`src/rtl/addsub_pkg.sv`:
```
package addsub_pkg;

    // Operation encoding carried on sub_sel
    typedef enum logic {
        OP_ADD = 1'b0,
        OP_SUB = 1'b1
    } addsub_op_e;

endpackage

```
`src/rtl/addsub_bcond.sv`:
```
module addsub_bcond
    import addsub_pkg::*;
#(
    parameter int WIDTH = 4
) (
    input  logic [WIDTH-1:0] op_b,
    input  addsub_op_e       op_kind,
    output logic [WIDTH-1:0] b_eff,
    output logic             carry_seed
);

    logic invert;

    always_comb begin
        unique case (op_kind)
            OP_ADD:  invert = 1'b0;
            OP_SUB:  invert = 1'b1;
            default: invert = 1'b0;
        endcase
    end

    // Per-bit conditional inversion of the second operand
    for (genvar i = 0; i < WIDTH; i++) begin : g_inv
        assign b_eff[i] = op_b[i] ^ invert;
    end

    // The +1 of the two's-complement negation enters as the chain's carry-in
    assign carry_seed = invert;

endmodule

```
`src/rtl/addsub_fa_cell.sv`:
```
module addsub_fa_cell (
    input  logic x_in,
    input  logic y_in,
    input  logic c_in,
    output logic s_out,
    output logic c_out
);

    logic half;

    assign half  = x_in ^ y_in;
    assign s_out = half ^ c_in;
    assign c_out = (x_in & y_in) | (half & c_in);

endmodule

```
`src/rtl/addsub_chain.sv`:
```
module addsub_chain #(
    parameter int WIDTH = 4
) (
    input  logic [WIDTH-1:0] x_vec,
    input  logic [WIDTH-1:0] y_vec,
    input  logic             c_seed,
    output logic [WIDTH-1:0] sum_vec,
    output logic             c_top,
    output logic             c_into_msb
);

    localparam int MSB = WIDTH - 1;

    logic [WIDTH:0] c_link;

    assign c_link[0] = c_seed;

    for (genvar i = 0; i < WIDTH; i++) begin : g_slice
        addsub_fa_cell u_cell (
            .x_in  (x_vec[i]),
            .y_in  (y_vec[i]),
            .c_in  (c_link[i]),
            .s_out (sum_vec[i]),
            .c_out (c_link[i+1])
        );
    end

    assign c_top      = c_link[WIDTH];
    assign c_into_msb = c_link[MSB];

endmodule

```
`src/rtl/addsub_flags.sv`:
```
module addsub_flags (
    input  logic c_top,
    input  logic c_into_msb,
    output logic unsigned_ovf,
    output logic signed_ovf
);

    // Raw carry out, never inverted, also during subtraction
    assign unsigned_ovf = c_top;
    // The top bit's carry-in and carry-out disagree only on signed overflow
    assign signed_ovf   = c_top ^ c_into_msb;

endmodule

```
`src/rtl/addsub_dual_ovf.sv`:
```
module addsub_dual_ovf
    import addsub_pkg::*;
#(
    parameter int WIDTH = 4
) (
    input  logic [WIDTH-1:0] op_a,
    input  logic [WIDTH-1:0] op_b,
    input  logic             sub_sel,
    output logic [WIDTH-1:0] result,
    output logic             carry_flag,
    output logic             sign_flag
);

    addsub_op_e       op_kind;
    logic [WIDTH-1:0] b_eff;
    logic             carry_seed;
    logic             c_top;
    logic             c_into_msb;

    assign op_kind = addsub_op_e'(sub_sel);

    addsub_bcond #(.WIDTH(WIDTH)) u_bcond (
        .op_b       (op_b),
        .op_kind    (op_kind),
        .b_eff      (b_eff),
        .carry_seed (carry_seed)
    );

    addsub_chain #(.WIDTH(WIDTH)) u_chain (
        .x_vec      (op_a),
        .y_vec      (b_eff),
        .c_seed     (carry_seed),
        .sum_vec    (result),
        .c_top      (c_top),
        .c_into_msb (c_into_msb)
    );

    addsub_flags u_flags (
        .c_top        (c_top),
        .c_into_msb   (c_into_msb),
        .unsigned_ovf (carry_flag),
        .signed_ovf   (sign_flag)
    );

endmodule

```
`config.mk`:
```
export PLATFORM = sky130hd
export DESIGN_NAME = addsub_dual_ovf
export DESIGN_NICKNAME = d
export VERILOG_FILES = /design/src/rtl/addsub_pkg.sv /design/src/rtl/addsub_bcond.sv /design/src/rtl/addsub_fa_cell.sv /design/src/rtl/addsub_chain.sv /design/src/rtl/addsub_flags.sv /design/src/rtl/addsub_dual_ovf.sv
export SDC_FILE = /design/constraint.sdc
export NUM_CORES = 1
export LEC_CHECK = 0
export ABC_AREA = 1
export BUFFER_PORTS_ARGS = -buffer_cell sky130_fd_sc_hd__buf_4
export CORE_AREA = 3 3 40 42
export DETAILED_ROUTE_END_ITERATION = 10
export DIE_AREA = 0 0 43 45
export PLACE_DENSITY = 0.34
export SLEW_MARGIN = 20
export SYNTH_ARGS = -nofsm -noshare
export SYNTH_HDL_FRONTEND = slang
export SYNTH_SLANG_ARGS = --single-unit
```
`constraint.sdc`:
```
create_clock -name vclk -period 2.4
set_input_delay 0.24 -clock vclk [all_inputs]
set_output_delay 0.24 -clock vclk [all_outputs]
set_load 0.005 [all_outputs]
```
# After elaboration in Yosys (flattened, before gate mapping)
# Index checks and enable logic that the tools add are counted.
# word_totals
register_bits	0
latch_bits	0
ramBits	0
romBits	0
input_bits	9
out_inout_bits	6
wordCells	27
mem_count	0
# classes
add_sub_neg	0
n_mul	0
n_div	0
order_cmp	0
eq_ne	0
shift	0
muxes	1
n_bitwise	26
reduce_logical	0
# ops
cell	count
$xor A1 B1 Y1	13
$and A1 B1 Y1	8
$or A1 B1 Y1	4
$pmux W1 S2	1
$not A1 Y1	1

# Depth between registers and ports, before layout
# Gate-level depths: netlist of run 1.
# depth
depth_word	13
mapped_depth	10
mapped_depth_nobuf	10

# Hierarchy
# Synthesis of run 1 repeated with hierarchy kept, for this count alone.
# unflattened
hier_cells	28
area_unflattened_um2	177.7
# by_module_without_submodules
mod	instances	cells_each	area_each_um2	seq_area_each_um2
addsub_fa_cell	4	1	20.0	0.0
addsub_bcond	1	18	71.3	0.0
addsub_flags	1	6	26.3	0.0

# Worst setup path before layout of run 1
# OpenSTA, ideal clock, no wires.
# synth_path
path_kind	input port to output port
start	input port sub_sel
end	output port result[3]
t_arrival_ns	1.768
required_time_ns	2.160
path_slack_ns	0.392
stages	8
n_path_buf	1
cell_sequence	inv_2 nand2_1 nand2_1 fa_1 fa_1 inv_1 fa_1 buf_4
# synth_between
elab_chain_len	11
word_cells_on_any_way	20
cone_classes	1 x mux; 19 x bitwise
# synth_lines
element	line_no	source
start: declaration	addsub_dual_ovf.sv:8	input logic sub_sel,
$not A1 Y1	addsub_bcond.sv:15	unique case (op_kind)
$pmux W1 S2 (*)	addsub_bcond.sv:15	
$xor A1 B1 Y1	addsub_bcond.sv:24	assign b_eff[i] = op_b[i] ^ invert;
$xor A1 B1 Y1	addsub_fa_cell.sv:11	assign half = x_in ^ y_in;
$and A1 B1 Y1	addsub_fa_cell.sv:13	assign c_out = (x_in & y_in) | (half & c_in);
$or A1 B1 Y1	addsub_fa_cell.sv:13	
$and A1 B1 Y1	addsub_fa_cell.sv:13	
$or A1 B1 Y1	addsub_fa_cell.sv:13	
$and A1 B1 Y1	addsub_fa_cell.sv:13	
$or A1 B1 Y1	addsub_fa_cell.sv:13	
$xor A1 B1 Y1 (*)	addsub_fa_cell.sv:12	assign s_out = half ^ c_in;
end: declaration	addsub_dual_ovf.sv:9	output logic [WIDTH-1:0] result,
# Every way passes the cells marked *; elsewhere a longest branch is shown, timed or not.

# Worst setup path after layout of run 1
# Ends and elaborated chain as after synthesis.

==> run summary, run 1 <==
=====================================================================================
Run status ............................................................. finished, final reports clean
Yosys cell types .......................................................            5
1st-iter DRT viols .....................................................            2
Buffers added on ports .................................................           15
Internal ...............................................................      42.6 uW
Share of synthesized area occupied by flip-flops and latches ...........           0%
Count of antenna diodes in the layout ..................................            0
Maximum VDD drop .......................................................    0.0767 mV
Number of global-route vias before repair ..............................          167
FF/Latch Area ..........................................................       0 um^2
Delay of the slowest cell on the worst path ............................      0.41 ns
Hpwl dp ................................................................       353 um
Post-layout util .......................................................        23.4%
Maximum number of pins on one net before global-route repair ...........            5
Leakage component of the power .........................................  0.000208 uW
Critical path endpoint category ........................................  output port
Data required time of the critical path ................................      2.16 ns
Initial antenna violation count ........................................            0
Die width ..............................................................        43 um
Worst-path fanout max ..................................................            4
Final ANT Viol Nets ....................................................            0
Row count ..............................................................           13
Worst relative slew slack ..............................................        93.1%
Gate count of the mapped netlist .......................................           36
Share of layout cells above drive strength 1 ...........................        34.0%
Fin. Hold Viols ........................................................            0
Signal arrival time at the worst endpoint ..............................      1.95 ns
Unrepaired setup endpoints after global routing ........................           no
Wire length per cell ...................................................      5.84 um
Most numerous cell on the critical path ................................ sky130_fd_sc_hd__fa_1
Area occupied by multi-input gates .....................................     124 um^2
Count of vias placed by the detailed router ............................          198
Hold WC Path Type ...................................................... input pin to output port
Number of buffers inserted by hold repair at cts .......................            0
Number of fillers in the final layout ..................................          155
Area of the die ........................................................    1940 um^2
Most frequent standard cell in the layout excluding fill and tap cells . sky130_fd_sc_hd__nand2_1
Maximum clock rate .....................................................    0.457 GHz
Share of power burned in combinational logic ...........................       100.0%
P&R area growth vs syn .................................................        50.9%
Total iterations of the first detailed-routing run .....................            4
Worst-Margin Slew ......................................................     0.103 ns
Final-report setup violation count .....................................            0
Die height .............................................................        45 um
Overflow left after global routing .....................................            0
Kind of start point of the critical path ...............................    input pin
Most used cells in the layout excluding fill and tap cells ............. 17 x sky130_fd_sc_hd__nand2_1, 15 x sky130_fd_sc_hd__buf_4, 11 x sky130_fd_sc_hd__inv_1, 3 x sky130_fd_sc_hd__fa_1, 1 x sky130_fd_sc_hd__inv_2
Fin Setup TNS ..........................................................         0 ns
Global-route usage over all layers .....................................        4.00%
Worst path setup slack after routing ...................................     0.213 ns
Slowest stage cell, crit path .......................................... sky130_fd_sc_hd__fa_1
Clock Power Share ......................................................           0%
# resized after CTS ....................................................            0
Initial core utilization ...............................................        15.5%
Number of nets at the end of the flow ..................................           61
Post-placement setup slack .............................................     0.191 ns
Placeable Area .........................................................    1280 um^2
Reported max-cap violation count .......................................            0
Average cell area after synthesis ......................................    5.53 um^2
Worst hold margin ......................................................     0.752 ns
Sequential cell count of the final layout ..............................            0
I/O pin total ..........................................................           15
Category of the most critical setup path ............................... input pin to output port
Setup Buffers After CTS ................................................            0
Number of nets in the synthesized netlist ..............................           48
YS warnings ............................................................            0
Switching power share of the total .....................................        41.6%
Number of remaining DRC errors .........................................            0
Synthesized area .......................................................     199 um^2
Sequential power share .................................................           0%
Share of the clock period used by the worst path .......................        91.1%
Minimum clock period after layout ......................................      2.19 ns
Cell area after layout .................................................     300 um^2
Wire length of the first global-routing pass ...........................       655 um
Chain of cells forming the critical path ............................... buf_4 -> inv_2 -> nand2_1 -> nand2_1 -> fa_1 -> fa_1 -> inv_1 -> fa_1 -> buf_4
Total Wirelength .......................................................       362 um
Slew Limit Fails .......................................................            0
Layout clock buffer count ..............................................            0
Net switching power of the design ......................................      30.4 uW
GP Congestion ..........................................................        0.616
Placed cell area .......................................................     300 um^2
Power per Cell Area ....................................................  243 nW/um^2
Vias per cell ..........................................................         3.19
=====================================================================================
-- final timing paths --
kind | start | to | slack, ns | cells after the start
max | sub_sel | result[3] | 0.21 | 9
min | op_a[0] | result[0] | 0.75 | 4
-- layer usage --
metal	GRT usage (%)	part of all wire [%]	up-vias
met5	0	0	-
met1	5.80	44	75
met2	6.59	44	9
met4	0	0	0
met3	0.797	12	0
li1	-	-	114
-- area by class of cell --
type | count | area share [%]
inverter | 12 | 15.0
multi-input combinational | 20 | 41.3
tap | 15 | 6.25
timing repair buffer | 15 | 37.5
-- through the flow --
| stage | power, uW | std cells |
|---|---|---|
| after global placement | 75.3 | 62 |
| after CTS | 75.2 | 62 |
| final | 73.1 | 62 |
| after detailed placement | 75.0 | 62 |
| after global routing | 83.9 | 62 |
| after floorplan | 48.8 | 36 |
-- Yosys cell counts --
| cell | number | share of area (%) |
|---|---|---|
| sky130_fd_sc_hd__buf_4 | 4 | 15 |
| sky130_fd_sc_hd__fa_1 | 3 | 30 |
| sky130_fd_sc_hd__inv_1 | 11 | 21 |
| sky130_fd_sc_hd__inv_2 | 1 | 1.9 |
| sky130_fd_sc_hd__nand2_1 | 17 | 32 |
-- logic make-up (layout without fill, tap and decap cells) --
kind of cell / count (synthesis) / after routing / synth area share, %
buf+inv: 16 / 27 / 37.7
fa+ha+maj: 3 / 3 / 30.2
simple gates: 17 / 17 / 32.1
-- power by group through the flow --
stage / sequential, uW / clock, uW / combinational [uW]
detailed placement: 0 / 0 / 75.0
global placement: 0 / 0 / 75.3
global route: 0 / 0 / 83.9
floorplan: 0 / 0 / 48.8
CTS: 0 / 0 / 75.2
finish: 0 / 0 / 73.1
-- critical path, delay by kind of cell --
family,cells,cell delay (ns)
buffers and inverters,4,0.39
adders and majority gates,3,1.21
and+or+nand+nor,2,0.11
No activity file was read; power rests on OpenSTA's default activity.
==> run 2, diff against run 1 <==
BUFFER_PORTS_ARGS = -buffer_cell sky130_fd_sc_hd__buf_2   (was -buffer_cell sky130_fd_sc_hd__buf_4)
==> run summary, run 2 (synthesized netlist as in run 1, its figures left out) <==
=====================================================================================
Run status ............................................................. finished, final reports clean
Share of the clock period used by the worst path .......................        92.2%
Fin Setup TNS ..........................................................         0 ns
FF/Latch Area ..........................................................       0 um^2
Slew Limit Fails .......................................................            0
Count of vias placed by the detailed router ............................          197
Share of layout cells above drive strength 1 ...........................        34.0%
Fin. Hold Viols ........................................................            0
Delay of the slowest cell on the worst path ............................      0.41 ns
Chain of cells forming the critical path ............................... buf_2 -> inv_2 -> nand2_1 -> nand2_1 -> fa_1 -> fa_1 -> inv_1 -> fa_1 -> buf_2
Unrepaired setup endpoints after global routing ........................           no
# resized after CTS ....................................................            0
Signal arrival time at the worst endpoint ..............................      1.97 ns
Initial core utilization ...............................................        15.5%
Worst hold margin ......................................................     0.759 ns
Layout clock buffer count ..............................................            0
Sequential cell count of the final layout ..............................            0
Initial antenna violation count ........................................            0
Global-route usage over all layers .....................................        3.50%
Maximum number of pins on one net before global-route repair ...........            5
Number of remaining DRC errors .........................................            0
P&R area growth vs syn .................................................        32.1%
GP Congestion ..........................................................        0.609
Count of antenna diodes in the layout ..................................            0
Slowest stage cell, crit path .......................................... sky130_fd_sc_hd__fa_1
Reported max-cap violation count .......................................            0
Overflow left after global routing .....................................            0
Category of the most critical setup path ............................... input pin to output port
Die width ..............................................................        43 um
Worst-Margin Slew ......................................................    0.0912 ns
Number of buffers inserted by hold repair at cts .......................            0
Number of buffer and inverter stages on the critical path ..............            4
Number of fillers in the final layout ..................................          152
Critical path endpoint category ........................................  output port
Wire length per cell ...................................................      6.06 um
Maximum clock rate .....................................................    0.452 GHz
Final-report setup violation count .....................................            0
Worst relative slew slack ..............................................        93.9%
Placeable Area .........................................................    1280 um^2
Hpwl dp ................................................................       358 um
Maximum VDD drop .......................................................    0.0881 mV
Total Wirelength .......................................................       376 um
Area occupied by multi-input gates .....................................     124 um^2
Most numerous cell on the critical path ................................ sky130_fd_sc_hd__fa_1
Number of nets at the end of the flow ..................................           61
Most frequent standard cell in the layout excluding fill and tap cells . sky130_fd_sc_hd__nand2_1
Leakage component of the power .........................................  0.000195 uW
1st-iter DRT viols .....................................................            2
Worst-path fanout max ..................................................            4
Row count ..............................................................           13
Area of the die ........................................................    1940 um^2
CP delay by family, top ................................................  adder cells
Wire length of the first global-routing pass ...........................       558 um
Final ANT Viol Nets ....................................................            0
Setup Buffers After CTS ................................................            0
Minimum clock period after layout ......................................      2.21 ns
Most used cells in the layout excluding fill and tap cells ............. 17 x sky130_fd_sc_hd__nand2_1, 15 x sky130_fd_sc_hd__buf_2, 11 x sky130_fd_sc_hd__inv_1, 3 x sky130_fd_sc_hd__fa_1, 1 x sky130_fd_sc_hd__inv_2
Die height .............................................................        45 um
Vias per cell ..........................................................         3.18
Hold WC Path Type ...................................................... input pin to output port
Total iterations of the first detailed-routing run .....................            4
I/O pin total ..........................................................           15
Kind of start point of the critical path ...............................    input pin
Number of global-route vias before repair ..............................          145
Power per Cell Area ....................................................  224 nW/um^2
Data required time of the critical path ................................      2.16 ns
Buffers added on ports .................................................           15
=====================================================================================
-- run 2: cell counts in the layout (fill, tap and decap cells not counted) --
No cell type changed its count.
-- run 2: final timing paths --
kind | depth (start not counted) | to | slack, ns | from
hold / removal | 4 | result[0] | 0.76 | op_a[0]
setup / recovery | 9 | result[3] | 0.19 | sub_sel
-- run 2: layer usage --
| metal | track usage (%) | vias to the layer above | wire length (um) |
|---|---|---|---|
| met1 | 5.06 | 74 | 174 |
| met3 | 0 | 0 | 36 |
| met5 | 0 | - | 0 |
| met2 | 6.29 | 9 | 166 |
| met4 | 0 | 0 | 0 |
| li1 | - | 114 | - |
-- run 2: power by group --
group | internal [uW] | leakage, uW | switching [uW]
Clock | 0 | 0 | 0
Sequential | 0 | 0 | 0
Combinational | 29.3 | 0.000195 | 29.7
Total | 29.3 | 0.000195 | 29.7
-- run 2: layout make-up --
class,instances,share of cell area (%)
Timing Repair Buffer,15,28.6
Inverter,12,17.1
Tap cell,15,7.14
Multi-Input combinational cell,20,47.1
-- run 2: stage by stage --
stage                     util (%)  instances  instance area (um^2)  setup WS [ns]  power, uW
final                         20.4         62                   263          0.188       59.0
after global routing          20.4         62                   263         0.0785       69.7
after CTS                     20.4         62                   263          0.156       61.4
after detailed placement      20.4         62                   263          0.157       61.2
after global placement        20.4         62                   263          0.169       60.8
after floorplan                  -         36                   199          0.392       48.8
==> run 3, diff against run 2 <==
clock period = 2.57 ns   (was 2.4 ns; I/O delays follow)
==> run summary, run 3 (synthesized netlist as in run 1, its figures left out) <==
=====================================================================================
Final ANT Viol Nets ....................................................            0
Critical path endpoint category ........................................  output port
Power per Cell Area ....................................................  209 nW/um^2
Data required time of the critical path ................................      2.31 ns
Die height .............................................................        45 um
Fin Setup TNS ..........................................................         0 ns
Power after layout .....................................................      55.0 uW
Hpwl dp ................................................................       364 um
Count of vias placed by the detailed router ............................          194
Signal arrival time at the worst endpoint ..............................      1.97 ns
Placeable Area .........................................................    1280 um^2
Worst-Margin Slew ......................................................    0.0988 ns
Run status ............................................................. finished, final reports clean
Fin. Hold Viols ........................................................            0
Final-report setup violation count .....................................            0
Global-route usage over all layers .....................................        3.33%
Number of buffers inserted by hold repair at cts .......................            0
Area of the die ........................................................    1940 um^2
Reported max-cap violation count .......................................            0
Wire length per cell ...................................................      5.94 um
Leakage component of the power .........................................  0.000195 uW
Vias per cell ..........................................................         3.13
Kind of start point of the critical path ...............................    input pin
Maximum VDD drop .......................................................    0.0608 mV
P&R area growth vs syn .................................................        32.1%
Hold WC Path Type ...................................................... input pin to output port
Minimum clock period after layout ......................................      2.23 ns
Setup Buffers After CTS ................................................            0
Initial antenna violation count ........................................            0
Number of remaining DRC errors .........................................            0
Total iterations of the first detailed-routing run .....................            2
Overflow left after global routing .....................................            0
Number of global-route vias before repair ..............................          138
Number of fillers in the final layout ..................................          156
Unrepaired setup endpoints after global routing ........................           no
Count of antenna diodes in the layout ..................................            0
Share of the clock period used by the worst path .......................        86.7%
Layout clock buffer count ..............................................            0
I/O pin total ..........................................................           15
Slew Limit Fails .......................................................            0
Share of layout cells above drive strength 1 ...........................        34.0%
GP Congestion ..........................................................        0.612
Total Wirelength .......................................................       368 um
Number of nets at the end of the flow ..................................           61
FF/Latch Area ..........................................................       0 um^2
Initial core utilization ...............................................        15.5%
Maximum clock rate .....................................................    0.449 GHz
Maximum number of pins on one net before global-route repair ...........            5
Die width ..............................................................        43 um
Worst-path fanout max ..................................................            4
Most used cells in the layout excluding fill and tap cells ............. 17 x sky130_fd_sc_hd__nand2_1, 15 x sky130_fd_sc_hd__buf_2, 11 x sky130_fd_sc_hd__inv_1, 3 x sky130_fd_sc_hd__fa_1, 1 x sky130_fd_sc_hd__inv_2
Buffers added on ports .................................................           15
Wire length of the first global-routing pass ...........................       531 um
Sequential cell count of the final layout ..............................            0
# resized after CTS ....................................................            0
Category of the most critical setup path ............................... input pin to output port
Most frequent standard cell in the layout excluding fill and tap cells . sky130_fd_sc_hd__nand2_1
Worst relative slew slack ..............................................        93.4%
1st-iter DRT viols .....................................................            2
Row count ..............................................................           13
=====================================================================================
-- run 3: cell counts in the layout (fill, tap and decap cells not counted) --
Identical to the previous run, type by type.
-- run 3: metal layers --
layer	track usage [%]	part of all wire (%)
met4	0	0
met5	0	0
met1	5.56	45
met3	0	13
met2	5.09	42
-- run 3: critical path: stages --
cell	delay, ns
sky130_fd_sc_hd__buf_2	0.12
sky130_fd_sc_hd__inv_2	0.05
sky130_fd_sc_hd__nand2_1	0.05
sky130_fd_sc_hd__nand2_1	0.06
sky130_fd_sc_hd__fa_1	0.40
sky130_fd_sc_hd__fa_1	0.39
sky130_fd_sc_hd__inv_1	0.10
sky130_fd_sc_hd__fa_1	0.40
sky130_fd_sc_hd__buf_2	0.13
-- run 3: final timing paths --
| kind | from | depth (start not counted) | end |
|---|---|---|---|
| hold / removal | op_a[0] | 4 | result[0] |
| setup / recovery | sub_sel | 9 | result[3] |
-- run 3: report_power, final --
group          switching (uW)  internal [uW]  total [uW]
clock                       0              0           0
sequential                  0              0           0
combinational            27.8           27.2        55.0
-- run 3: through the flow --
| stage | util (%) | hold WS [ns] | instances | setup WS, ns | area [um^2] |
|---|---|---|---|---|---|
| final | 20.4 | 0.790 | 62 | 0.342 | 263 |
| after global routing | 20.4 | 0.824 | 62 | 0.254 | 263 |
| after CTS | 20.4 | 0.794 | 62 | 0.316 | 263 |
| after detailed placement | 20.4 | 0.794 | 62 | 0.317 | 263 |
| after global placement | 20.4 | 0.795 | 62 | 0.343 | 263 |
| after floorplan | - | 0.690 | 36 | 0.528 | 199 |
-- run 3: layout make-up --
class	count	area, um^2	area share [%]
Inverter	12	45.0	17.1
Multi-Input combinational cell	20	124	47.1
Tap cell	15	18.8	7.14
Timing Repair Buffer	15	75.1	28.6
